### src/rtl/faf_pkg.sv
package faf_pkg;

    // Address length selection, captured per frame.
    typedef enum logic {
        ALEN_NARROW = 1'b0,
        ALEN_WIDE   = 1'b1
    } alen_e;

    // Collector state.
    typedef enum logic {
        COL_IDLE = 1'b0,
        COL_ADDR = 1'b1
    } col_state_e;

    // Held frame verdict.
    typedef struct packed {
        logic valid;
        logic accept;
    } verdict_t;

    localparam verdict_t VERDICT_NONE   = '{valid: 1'b0, accept: 1'b0};
    localparam verdict_t VERDICT_REJECT = '{valid: 1'b1, accept: 1'b0};

    // Convert the raw mode pin into the length enum.
    function automatic alen_e decode_len(input logic wide);
        return wide ? ALEN_WIDE : ALEN_NARROW;
    endfunction

endpackage

### src/rtl/faf_match_regs.sv
module faf_match_regs #(
    parameter int unsigned SLOT_W    = 8,
    parameter int unsigned NUM_SLOTS = 4,
    parameter int unsigned SEL_W     = $clog2(NUM_SLOTS)
) (
    input  logic                               clk,
    input  logic                               rst,
    input  logic                               wr_en,
    input  logic [SEL_W-1:0]                   wr_sel,
    input  logic [SLOT_W-1:0]                  wr_data,
    output logic [NUM_SLOTS-1:0][SLOT_W-1:0]   slots
);

    always_ff @(posedge clk) begin
        if (rst) begin
            slots <= '0;
        end else if (wr_en) begin
            for (int unsigned i = 0; i < NUM_SLOTS; i++) begin
                if (wr_sel == SEL_W'(i)) begin
                    slots[i] <= wr_data;
                end
            end
        end
    end

endmodule

### src/rtl/faf_collector.sv
module faf_collector
    import faf_pkg::*;
#(
    parameter int unsigned SLOT_W = 8
) (
    input  logic                  clk,
    input  logic                  rst,
    input  logic                  sof,
    input  logic                  eof,
    input  logic                  bit_valid,
    input  logic                  bit_data,
    input  alen_e                 len_sel,
    output logic [2*SLOT_W-1:0]   addr_next,
    output alen_e                 len_q,
    output logic                  last_bit,
    output logic                  early_end
);

    localparam int unsigned ADDR_W = 2 * SLOT_W;
    localparam int unsigned CNT_W  = $clog2(ADDR_W + 1);
    localparam logic [CNT_W-1:0] LAST_NARROW = CNT_W'(SLOT_W - 1);
    localparam logic [CNT_W-1:0] LAST_WIDE   = CNT_W'(ADDR_W - 1);

    col_state_e          state_q;
    logic [ADDR_W-1:0]   shreg_q;
    logic [CNT_W-1:0]    cnt_q;
    logic [CNT_W-1:0]    last_idx;
    logic                collecting;
    logic                take;

    // Bits enter at the top and walk down: first bit ends at the lowest
    // position of the address length in use.
    assign addr_next  = {bit_data, shreg_q[ADDR_W-1:1]};
    assign collecting = (state_q == COL_ADDR) && !sof;
    assign take       = collecting && bit_valid;
    assign last_idx   = (len_q == ALEN_WIDE) ? LAST_WIDE : LAST_NARROW;
    assign last_bit   = take && (cnt_q == last_idx);
    assign early_end  = collecting && eof && !last_bit;

    always_ff @(posedge clk) begin
        if (rst) begin
            state_q <= COL_IDLE;
            shreg_q <= '0;
            cnt_q   <= '0;
            len_q   <= ALEN_NARROW;
        end else if (sof) begin
            state_q <= COL_ADDR;
            shreg_q <= '0;
            cnt_q   <= '0;
            len_q   <= len_sel;
        end else if (state_q == COL_ADDR) begin
            if (take) begin
                shreg_q <= addr_next;
                cnt_q   <= cnt_q + CNT_W'(1);
            end
            if (last_bit || eof) begin
                state_q <= COL_IDLE;
            end
        end
    end

endmodule

### src/rtl/faf_compare.sv
module faf_compare
    import faf_pkg::*;
#(
    parameter int unsigned SLOT_W    = 8,
    parameter int unsigned NUM_SLOTS = 4
) (
    input  logic [NUM_SLOTS-1:0][SLOT_W-1:0] slots,
    input  logic [2*SLOT_W-1:0]              addr,
    input  alen_e                            len_sel,
    output logic                             hit
);

    localparam int unsigned ADDR_W    = 2 * SLOT_W;
    localparam int unsigned NUM_PAIRS = NUM_SLOTS / 2;

    logic [NUM_SLOTS-1:0] narrow_hit;
    logic [NUM_PAIRS-1:0] wide_hit;

    // One byte comparator per slot; a short address sits in the top byte.
    for (genvar g = 0; g < NUM_SLOTS; g++) begin : g_narrow
        assign narrow_hit[g] = (addr[ADDR_W-1 -: SLOT_W] == slots[g]);
    end

    // Paired comparators: odd slot is the upper byte.
    for (genvar p = 0; p < NUM_PAIRS; p++) begin : g_wide
        assign wide_hit[p] = (addr == {slots[2*p+1], slots[2*p]});
    end

    assign hit = (len_sel == ALEN_WIDE) ? (|wide_hit) : (|narrow_hit);

endmodule

### src/rtl/frame_addr_filter.sv
module frame_addr_filter
    import faf_pkg::*;
#(
    parameter int unsigned SLOT_W    = 8,
    parameter int unsigned NUM_SLOTS = 4,
    parameter int unsigned SEL_W     = $clog2(NUM_SLOTS)
) (
    input  logic               clk,
    input  logic               rst,
    input  logic               cfg_wr_en,
    input  logic [SEL_W-1:0]   cfg_wr_sel,
    input  logic [SLOT_W-1:0]  cfg_wr_data,
    input  logic               cfg_wide,
    input  logic               sof,
    input  logic               eof,
    input  logic               bit_valid,
    input  logic               bit_data,
    output logic               dec_valid,
    output logic               dec_accept
);

    localparam int unsigned ADDR_W = 2 * SLOT_W;

    logic [NUM_SLOTS-1:0][SLOT_W-1:0] slots;
    logic [ADDR_W-1:0]                addr_next;
    alen_e                            len_q;
    logic                             last_bit;
    logic                             early_end;
    logic                             hit;
    verdict_t                         verdict_q;

    faf_match_regs #(
        .SLOT_W    (SLOT_W),
        .NUM_SLOTS (NUM_SLOTS),
        .SEL_W     (SEL_W)
    ) u_regs (
        .clk     (clk),
        .rst     (rst),
        .wr_en   (cfg_wr_en),
        .wr_sel  (cfg_wr_sel),
        .wr_data (cfg_wr_data),
        .slots   (slots)
    );

    faf_collector #(
        .SLOT_W (SLOT_W)
    ) u_collect (
        .clk       (clk),
        .rst       (rst),
        .sof       (sof),
        .eof       (eof),
        .bit_valid (bit_valid),
        .bit_data  (bit_data),
        .len_sel   (decode_len(cfg_wide)),
        .addr_next (addr_next),
        .len_q     (len_q),
        .last_bit  (last_bit),
        .early_end (early_end)
    );

    faf_compare #(
        .SLOT_W    (SLOT_W),
        .NUM_SLOTS (NUM_SLOTS)
    ) u_cmp (
        .slots   (slots),
        .addr    (addr_next),
        .len_sel (len_q),
        .hit     (hit)
    );

    always_ff @(posedge clk) begin
        if (rst || sof) begin
            verdict_q <= VERDICT_NONE;
        end else if (last_bit) begin
            verdict_q <= '{valid: 1'b1, accept: hit};
        end else if (early_end) begin
            verdict_q <= VERDICT_REJECT;
        end
    end

    assign dec_valid  = verdict_q.valid;
    assign dec_accept = verdict_q.accept;

endmodule

### config.mk
export PLATFORM = sky130hd
export DESIGN_NAME = frame_addr_filter
export DESIGN_NICKNAME = d
export VERILOG_FILES = /design/src/rtl/faf_pkg.sv /design/src/rtl/faf_match_regs.sv /design/src/rtl/faf_collector.sv /design/src/rtl/faf_compare.sv /design/src/rtl/frame_addr_filter.sv
export SDC_FILE = /design/constraint.sdc
export NUM_CORES = 1
export LEC_CHECK = 0
export ABC_AREA = 1
export CORE_AREA = 10 10 85 87
export DETAILED_ROUTE_END_ITERATION = 10
export DIE_AREA = 0 0 95 97
export DONT_BUFFER_PORTS = 1
export PLACE_DENSITY_LB_ADDON = 0.08
export SETUP_SLACK_MARGIN = 0.05
export SLEW_MARGIN = 0
export SYNTH_ARGS = -nofsm -noshare
export SYNTH_HDL_FRONTEND = slang
export SYNTH_HIERARCHICAL = 1
export SYNTH_SLANG_ARGS = --single-unit
### constraint.sdc
create_clock -name clk -period 2.3 [get_ports clk]
set_clock_uncertainty 0.1 [all_clocks]
set_input_delay 0.23 -clock clk [delete_from_list [all_inputs] [get_ports clk]]
set_output_delay 0.23 -clock clk [all_outputs]
set_load 0.02 [all_outputs]
Word level (Yosys, flattened, before mapping)

Cells that the tools add are included.

Add/sub/neg operators: 1
Eq/ne operators: 10
Mux-type cells: 8
Reduce and logical (&&, ||, !) cells: 19

Operators with widths:

| operator                                                               | number |
|---|---|
| 16-bit equality test                                                   | 2 |
| 8-bit equality test                                                    | 4 |
| 2-bit AND reduction                                                    | 5 |
| 5-bit by 1-bit adder with 5-bit output (second input constant)         | 1 |
| 5-bit equality test                                                    | 1 |
| 1-bit logical AND                                                      | 5 |
| 1-bit two-way mux                                                      | 5 |
| 2-bit equality test (second input constant)                            | 2 |
| 2-bit two-way mux                                                      | 2 |
| 4-bit two-way mux                                                      | 1 |
| 2-bit OR reduction                                                     | 2 |
| 4-bit OR reduction                                                     | 1 |
| 2-bit by 1-bit equality test with 1-bit output (second input constant) | 1 |
| 1-bit logical NOT                                                      | 2 |
| 2-bit logical NOT                                                      | 1 |
| 1-bit logical OR                                                       | 2 |
| 2-bit nonzero test                                                     | 1 |

Bits in registers: 57
Input port bits: 18
Output and inout bits: 2
Word-level logic and storage cells: 48

Longest topological paths before layout

Gate-level depths: netlist of the first run.

Depth after elaboration: 8
Mapped depth: 13
Gate-level depth less buffers: 12

Modules after synthesis

Netlist of the first run, hierarchy kept.

By module, submodules not included:

| module            | instances | cells an instance | area each (um2) | sequential area each (um2) |
|---|---|---|---|---|
| faf_match_regs    | 1         | 208               | 1426.4          | 640.6 |
| faf_collector     | 1         | 118               | 892.1           | 440.4 |
| faf_compare       | 1         | 220               | 880.8           | 0.0 |
| frame_addr_filter | 1         | 9                 | 71.3            | 40.0 |

Worst setup path before layout of the first run

Ideal clock, no wire load.

Path type: register to register
Start point: reg u_collect.shreg_q[11]
End point: reg verdict_q, in the netlist dec_accept
Data arrival time: 1.161 ns
Setup slack: 0.969 ns
Stages on the path, launching flop included: 13
Buffers on the path: 0
Period minus slack after synthesis: 1.331 ns
Cells stage by stage: dfxtp_1 > inv_2 > nand2_1 > nand2_1 > nor2_1 > nand2_1 > nor2_2 > nand2_1 > nand2_1 > nand2_1 > nand2_1 > nand2_1 > a21oi_1

Word-level cells in the longest chain between the ends: 4
Elaborated cells between the ends (all ways): 10
Classes of those cells: eq/ne: 6; mux: 2; reduce/logical: 2

RTL lines:

| item                                                               | line                                 | source |
|---|---|---|
| start: declaration                                                 | faf_collector.sv:25                  | `logic [ADDR_W-1:0] shreg_q;` |
| start signal: assignment                                           | faf_collector.sv:53                  | `shreg_q <= addr_next;` |
| 8-bit equality test / 16-bit equality test (equally long branches) | faf_compare.sv:21, faf_compare.sv:26 |  |
| 4-bit OR reduction / 2-bit OR reduction (equally long branches)    | faf_compare.sv:29                    | `assign hit = (len_sel == ALEN_WIDE) ? (\|wide_hit) : (\|narrow_hit);` |
| 1-bit two-way mux (*)                                              | faf_compare.sv:29                    |  |
| net hit                                                            | frame_addr_filter.sv:29              | `logic hit;` |
| 2-bit two-way mux (*)                                              | frame_addr_filter.sv:74              | `end else if (last_bit) begin` |
| end signal: assignment                                             | frame_addr_filter.sv:75              | `verdict_q <= '{valid: 1'b1, accept: hit};` |
| end: declaration                                                   | frame_addr_filter.sv:30              | `verdict_t verdict_q;` |

The timed path passes the listed nets; every way through them passes the cells marked *.
A chain may end at the register's enable or synchronous reset.

Worst setup path in the final report of the first run

Start point: in sof
End point: reg verdict_q, in the netlist dec_accept

Word-level cells in the longest chain between the ends: 7
Elaborated cells between the ends (all ways): 10
Classes of those cells: mux: 1; reduce/logical: 9

RTL lines:

| item                                | line                    | source |
|---|---|---|
| start: declaration                  | frame_addr_filter.sv:14 | `input logic sof,` |
| 1-bit logical NOT                   | faf_collector.sv:34     | `assign collecting = (state_q == COL_ADDR) && !sof;` |
| 1-bit logical AND                   | faf_collector.sv:34     |  |
| 1-bit logical AND                   | faf_collector.sv:35     | `assign take = collecting && bit_valid;` |
| 1-bit logical AND                   | faf_collector.sv:37     | `assign last_bit = take && (cnt_q == last_idx);` |
| net last_bit                        | frame_addr_filter.sv:27 | `logic last_bit;` |
| 1-bit logical NOT                   | faf_collector.sv:38     | `assign early_end = collecting && eof && !last_bit;` |
| 1-bit logical AND                   | faf_collector.sv:38     |  |
| net early_end                       | frame_addr_filter.sv:28 | `logic early_end;` |
| 2-bit nonzero test (no source line) | -                       |  |

The timed path passes the listed nets, and every way through them passes these cells.

==> summary.md, run 1 <==
| Metric | Value |
|---|---|
| Storage cell area | approximately 0.0011 mm² |
| First-pass GRT wire length | 12.6 mm |
| RSZ-0062 raised after global routing | no |
| Yosys cell types | 22 |
| Synth Area in Simple Gates | a little over two fifths |
| Critical Path RT | around 2.5 ns |
| Final worst path period share | between 70 and 80% |
| Routed wl met2 | roughly 3.4 mm |
| Total number of vias | just over 3000 |
| Final Setup Violations | 0 |
| Hold path endpoint | u_regs/slots[2] |
| TNS Setup | 0 ns |
| Min-Delay Path Class | in2reg |
| Area occupied by multi-input gates | roughly 0.0017 mm² |
| Core area | 0.00547 mm² |
| FFs w/ async S/R, synth | 0% |
| Clock buffer depth | 2 |
| Clock tree sinks | 56 |
| Most frequent cells in the layout | 226 x nand2_1, 95 x nor2_1, 79 x inv_1 |
| Total CTS buffers | 5 |
| Max layer used | met4 |
| CTS H-Tree Depth | 2 |
| Hold path depth | 3 |
| Min cycle time layout | around 1.7 ns |
| Slowest stage delay, CP | 0.55 ns |
| Slew HR | between 60 and 70% |
| Post-Route M1 WL | between 3 and 4 mm |
| Port bufs | 0 |
| Most common cell after layout, fill and taps aside | nand2_1 |
| Critical path peak fanout | 17 |
| Detailed Route WL | around 7.5 mm |
| Leakage | between 1.5 and 2 nW |
| Initial core utilization | about three fifths |
| Register area share after synthesis | 34.3% |
| Post-synthesis xor/xnor area fraction | under 10% |
| Non-Filler Instances | about 640 |
| PD cells | 536 mW/mm² |
| Placed Cells | slightly above 600 |
| Compound-gate portion of the synthesized area | under 10% |
| CP Launch Type | primary input |
| Total Power | about 0.0019 W |
| Post-CTS setup buffers | 0 |
| #FFs+latches synth | 56 |
| EDFF count, synth | 0 |
| Die height | ~97 µm |
| Syn nets | 574 |
| Layout Nets | roughly 580 |
| Ys Warns | 6 |
| Cells after synthesis | about 560 |
| Die width | between 90 and 100 µm |
| Mean area per synthesized cell | ~5.9 µm² |
| Clock Tree Root | clkbuf_8 |
| Vias per cell | a little under 5 |
| WP data arrival | between 1.5 and 2 ns |
| Mux share of post-synthesis cell area | 0% |
| Area Overhead vs Synth | 6.96% |
| Antenna fix cells | 0 |
| Post-Place Worst Slack | 0.730 ns |
| Vias in the first global route | between 2000 and 3000 |
| Largest net degree at the start of global routing | 33 |
| Hold Violations, Final | 0 |
| CTS resizes | 0 |
| Peak supply drop | 306 µV |
| Crit-path slowest cell | dlygate4sd3_1 |
| Grt total ovfl | 0 |
| Row count | 27 |
| Mapped cell area | about 0.0033 mm² |
| MaxCap Viol Count | 0 |
| Clock-pin transition on the worst setup and hold timing paths | 0.10 ns |
| Gpl congestion | between 0.8 and 0.9 |
| Worst-Skew Late Latency | between 0.3 and 0.4 ns |
| Drt initial violations | between 100 and 150 |
| Initial DRT Pass Iterations | 5 |
| Worst Setup End Kind | flip-flop |
| Post-DP HPWL | around 5.3 mm |
| Cts-stage hold buffer count | 12 |
| Largest family of logic cells by synthesized area | simple AND/OR/NAND/NOR gates |
| Worst Setup Path Type | in2reg |
| Top FF cell, synth | dfxtp_1 |
| Adder-Cell Fraction of Synth Area | less than 1% |
| Layout fillers | roughly 560 |
| TritonCTS clock tree | yes |
| Worst-margin pin slew | just under 0.6 ns |
| I/O Pins | 20 |
| Outcome | finished clean |
| Critical-path cell list | dlygate4sd3_1 -> inv_2 -> nand3_2 -> inv_2 -> nand3_1 -> inv_1 -> nor2_1 -> nor2_1 -> nand2_1 -> a21oi_1 |
| Tot GR Track Use | 16.4% |
| DRC viols | 0 |
| R2R setup slack | 0.71 ns |
| Met3 WL | 604 µm |
| Achievable frequency | about 580 MHz |
| Layout cells sized above 1 | a little under 7% |
| RR Endpoint | dec_accept |
| Worst Hold Launch | cfg_wr_en |
| R2r startpoint | u_collect/shreg_q[15] |
| Hold WS | approximately 0.0046 ns |
| Initial antenna violation count | 0 |
| Crit path max-delay family | buffers and inverters |
| Setup ws final | slightly below 0.6 ns |
| Final Max Tran Viols | 0 |
| Post-DR wirelength/cell | ~12 µm |
| Routed Antenna Nets | 0 |
| CP bufs+invs | 4 |
| Cell count of the worst reg-to-reg path | 12 |
| DIE AREA | around 0.009 mm² |
## layout make-up
cell class	count	area share, %
clock inverters	2	0.429
multi-input cells	393	48.3
repair buffers	16	4.43
flip-flops and latches	56	32.0
clock buffers	6	2.36
inverters	92	9.87
well taps	72	2.58
## synthesized netlist by cell type (2+ instances only)
cell	instances	area, µm²
inv_2	13	48.8
o21ai_1	2	10.0
nor2_2	2	12.5
dfxtp_1	56	1120
buf_2	5	25.0
a21oi_1	29	145
nor2_4	3	33.8
nand2_1	226	848
nand2_2	6	37.5
buf_4	2	15.0
nand3_4	3	52.6
inv_1	79	297
nand3_1	12	60.1
xor2_1	11	96.3
buf_6	5	56.3
nor2_1	95	357
## worst max-delay path by stage
stage	from	to	slack [ns]	cells past startpoint
4_1_cts	u_collect/shreg_q[9]	dec_accept	0.71	12
5_1_grt	sof	dec_accept	0.43	10
3_3_place_gp	u_collect/shreg_q[9]	dec_accept	0.75	12
2_1_floorplan	u_collect/shreg_q[11]	dec_accept	0.97	12
3_5_place_dp	u_collect/shreg_q[9]	dec_accept	0.73	12
6_report	sof	dec_accept	0.58	10
## cells by family (layout without fill, tap and decap cells)
kind of cell / after synthesis / in the layout
adder cells (fa/ha/maj): 1 / 1
XOR/XNOR: 11 / 11
buffers and inverters: 106 / 116
flip-flops: 56 / 56
AND/OR/NAND/NOR: 349 / 349
AO/OA/AOI/OAI: 32 / 32
## where the power goes
part | leakage [nW] | internal, W | switching, W
Combinational | 1.22 | 0.000103 | 0.000161
Sequential | 0.456 | 0.00100 | 0.0000345
Clock | 0.0434 | 0.000245 | 0.000331
Total | 1.72 | 0.00135 | 0.000526
## tightest hold or removal path: cells and delay by family
family / cells / cell delay, ns
simple gates: 3 / 0.15
## per-layer routing
layer  vias up  global-route usage, %
met4         0                   3.55
met5         -                      0
met1      1342                   22.2
li1       1639                      -
met2        82                   25.7
met3         9                   3.70
## through the flow
stage / area [µm²] / util, %
6_report: 3500 / 63.9
5_1_grt: 3500 / 63.9
4_1_cts: 3480 / 63.6
3_5_place_dp: 3260 / 59.6
3_3_place_gp: 3260 / 59.6
2_1_floorplan: 3270 / -
## sequential cells by signal (all words and copies together), names as in the netlist
register and count:
u_collect/cnt_q 5, u_collect/len_q 1, dec_valid 1, u_collect/shreg_q 15
u_regs/slots 32, dec_accept 1, u_collect/state_q 1
Power figures use the tool's default switching activity.
==> run 2: changes to the inputs <==
Settings changed: CORE_AREA 10 10 85 87 to 10 10 87 89, DIE_AREA 0 0 95 97 to 0 0 97 99.
Clock period 2.3 ns to 1.54 ns, I/O delays scaled along.
==> run 2 against run 1 <==
Compared with the run above:
- flip-flop and latch count is the same
- critical endpoint unchanged
- final cell count grew 2.0%
- highest routed layer unchanged
- worst hold slack gained 0.0062 ns
- total power grew 56%
- count of clock-buffer cells in the layout is the same
- combinational power grew 58%
- non-clock buffer count grew 10
- via count grew 0.88%
- utilization shrank 1.5 points
- worst setup slack lost 0.54 ns
- first-iteration DRC count grew 22%
- sequential power grew 48%
==> summary.md, run 2 (same netlist as run 1, synthesis figures left out) <==
| Metric | Value |
|---|---|
| Most frequent cells in the layout | 226 x nand2_1, 88 x nor2_1, 78 x inv_1 |
| Leakage | 1.81 nW |
| DRC viols | 0 |
| Detailed Route WL | between 7 and 8 mm |
| Worst Setup End Kind | flip-flop |
| Routed Antenna Nets | 0 |
| Antenna fix cells | 0 |
| Cell count of the worst reg-to-reg path | 12 |
| Port bufs | 0 |
| First-pass GRT wire length | 13.1 mm |
| Switching pwr | 0.000788 W |
| Setup ws final | between 0.04 and 0.05 ns |
| Layout fillers | roughly 560 |
| Tot GR Track Use | approximately 16% |
| Clock buffer depth | 2 |
| TritonCTS clock tree | yes |
| Slew HR | roughly 58% |
| Final Max Tran Viols | 0 |
| Sw Share | a little over a quarter |
| Final Setup Violations | 0 |
| Area Overhead vs Synth | 11.7% |
| Critical Path RT | 1.69 ns |
| Vias in the first global route | 2792 |
| TNS Setup | 0 ns |
| Outcome | finished clean |
| Grt total ovfl | 0 |
| Clock-pin transition on the worst setup and hold timing paths | approximately 0.10 ns |
| DIE AREA | 0.00960 mm² |
| Worst Setup Path Type | reg2reg |
| Gpl congestion | between 0.9 and 1 |
| Non-Filler Instances | 650 |
| Min cycle time layout | about 1.5 ns |
| Layout Nets | ~590 |
| Core area | about 0.0059 mm² |
| Number of flip-flops in the largest register | 32 |
| Hold path depth | 3 |
| PD cells | approximately 800 mW/mm² |
| Most flops, register | u_regs/slots |
| RSZ-0062 raised after global routing | yes |
| Worst-margin pin slew | approximately 0.63 ns |
| Total Power | a little under 0.003 W |
| Internal power | between 0.002 and 0.0025 W |
| Initial core utilization | approximately 56% |
| Top flop regs | u_regs/slots (32), u_collect/shreg_q (15), u_collect/cnt_q (5) |
| MaxCap Viol Count | 0 |
| Largest net degree at the start of global routing | 33 |
| WP data arrival | approximately 1.7 ns |
| Achievable frequency | between 600 and 700 MHz |
| Clock Power Share | about a third |
| CTS H-Tree Depth | 2 |
| Peak supply drop | between 400 and 500 µV |
| Sequential fraction of design power | a little over half |
| Die width | 97 µm |
| Total CTS buffers | 5 |
| I/O Pins | 20 |
| Clock Tree Root | clkbuf_8 |
| Initial antenna violation count | 0 |
| Row count | 28 |
| Layout cells sized above 1 | between 10% and 20% |
| Drt initial violations | around 180 |
| Total number of vias | ~3100 |
| Initial DRT Pass Iterations | 4 |
| Hold Violations, Final | 0 |
| Post-Place Worst Slack | 0.0138 ns |
| Post-DR wirelength/cell | 12.1 µm |
| Comb pwr share | roughly 14% |
| Critical path peak fanout | 5 |
| Min-Delay Path Class | in2reg |
| Vias per cell | 4.77 |
| Most common cell after layout, fill and taps aside | nand2_1 |
| Post-DP HPWL | 5.45 mm |
| Worst-Skew Late Latency | 0.31 ns |
| Clock tree sinks | between 50 and 60 |
| Placed Cells | 626 |
| Final worst path period share | between 90% and 100% |
| CP Launch Type | flip-flop |
| Die height | slightly below 100 µm |
| Hold WS | 0.0108 ns |
## run 2: through the flow
stage                     util (%)  instance area (µm²)
after floorplan                  -                 3270
after global placement        56.8                 3320
after detailed placement      56.8                 3320
after CTS                     61.3                 3590
after global routing          62.5                 3650
final                         62.5                 3650
## run 2: power by group through the flow
| stage | Clock [W] | Combinational, W | Sequential, W |
|---|---|---|---|
| finish | 0.000968 | 0.000418 | 0.00154 |
| global route | 0.00104 | 0.000484 | 0.00154 |
| CTS | 0.000992 | 0.000403 | 0.00154 |
| detailed placement | 0 | 0.000352 | 0.00158 |
| global placement | 0 | 0.000347 | 0.00158 |
| floorplan | 0 | 0.000313 | 0.00156 |
## run 2: critical path: stages (launching register included)
cell and delay [ns]:
dfxtp_1 0.45, inv_1 0.08, nand2_1 0.06, nand2_1 0.04, nor2_1 0.13, nand2_1 0.08
nor2_1 0.10, nand2_1 0.06, nand2_1 0.07, nand2_1 0.04, nand2_1 0.06, nand2_1 0.05
a21oi_1 0.11
## run 2: timing repair
item	4_1_cts	5_1_grt
buffers inserted	0	1
endpoints found under the hold margin	39	0
resized for setup	5	22
hold buffers	15	0
setup endpoints to repair	1	3
pin swaps	0	10
## run 2: final cells by class
| type | instances | area (µm²) | share of cell area [%] |
|---|---|---|---|
| clock buffers | 6 | 72.6 | 1.99 |
| clock inverters | 2 | 35.0 | 0.959 |
| inverters | 92 | 345 | 9.45 |
| multi-input cells | 393 | 1710 | 46.8 |
| flip-flops and latches | 56 | 1150 | 31.4 |
| well taps | 75 | 93.8 | 2.57 |
| repair buffers | 26 | 248 | 6.78 |
## run 2: final timing paths
path                         from                 end  slack [ns]
max          u_collect/shreg_q[5]          dec_accept        0.04
min                 cfg_wr_sel[1]     u_regs/slots[4]        0.01
max reg2reg  u_collect/shreg_q[5]          dec_accept        0.04
min reg2reg    u_collect/cnt_q[1]  u_collect/cnt_q[1]        0.38
## run 2: metal layers
layer  vias up  global-route usage, %  wire, µm
li1       1660                      -         -
met1      1373                   20.8      3670
met2        60                   26.3      3620
met3         6                   3.28       490
met4         0                   4.31       103
met5         -                      0         0
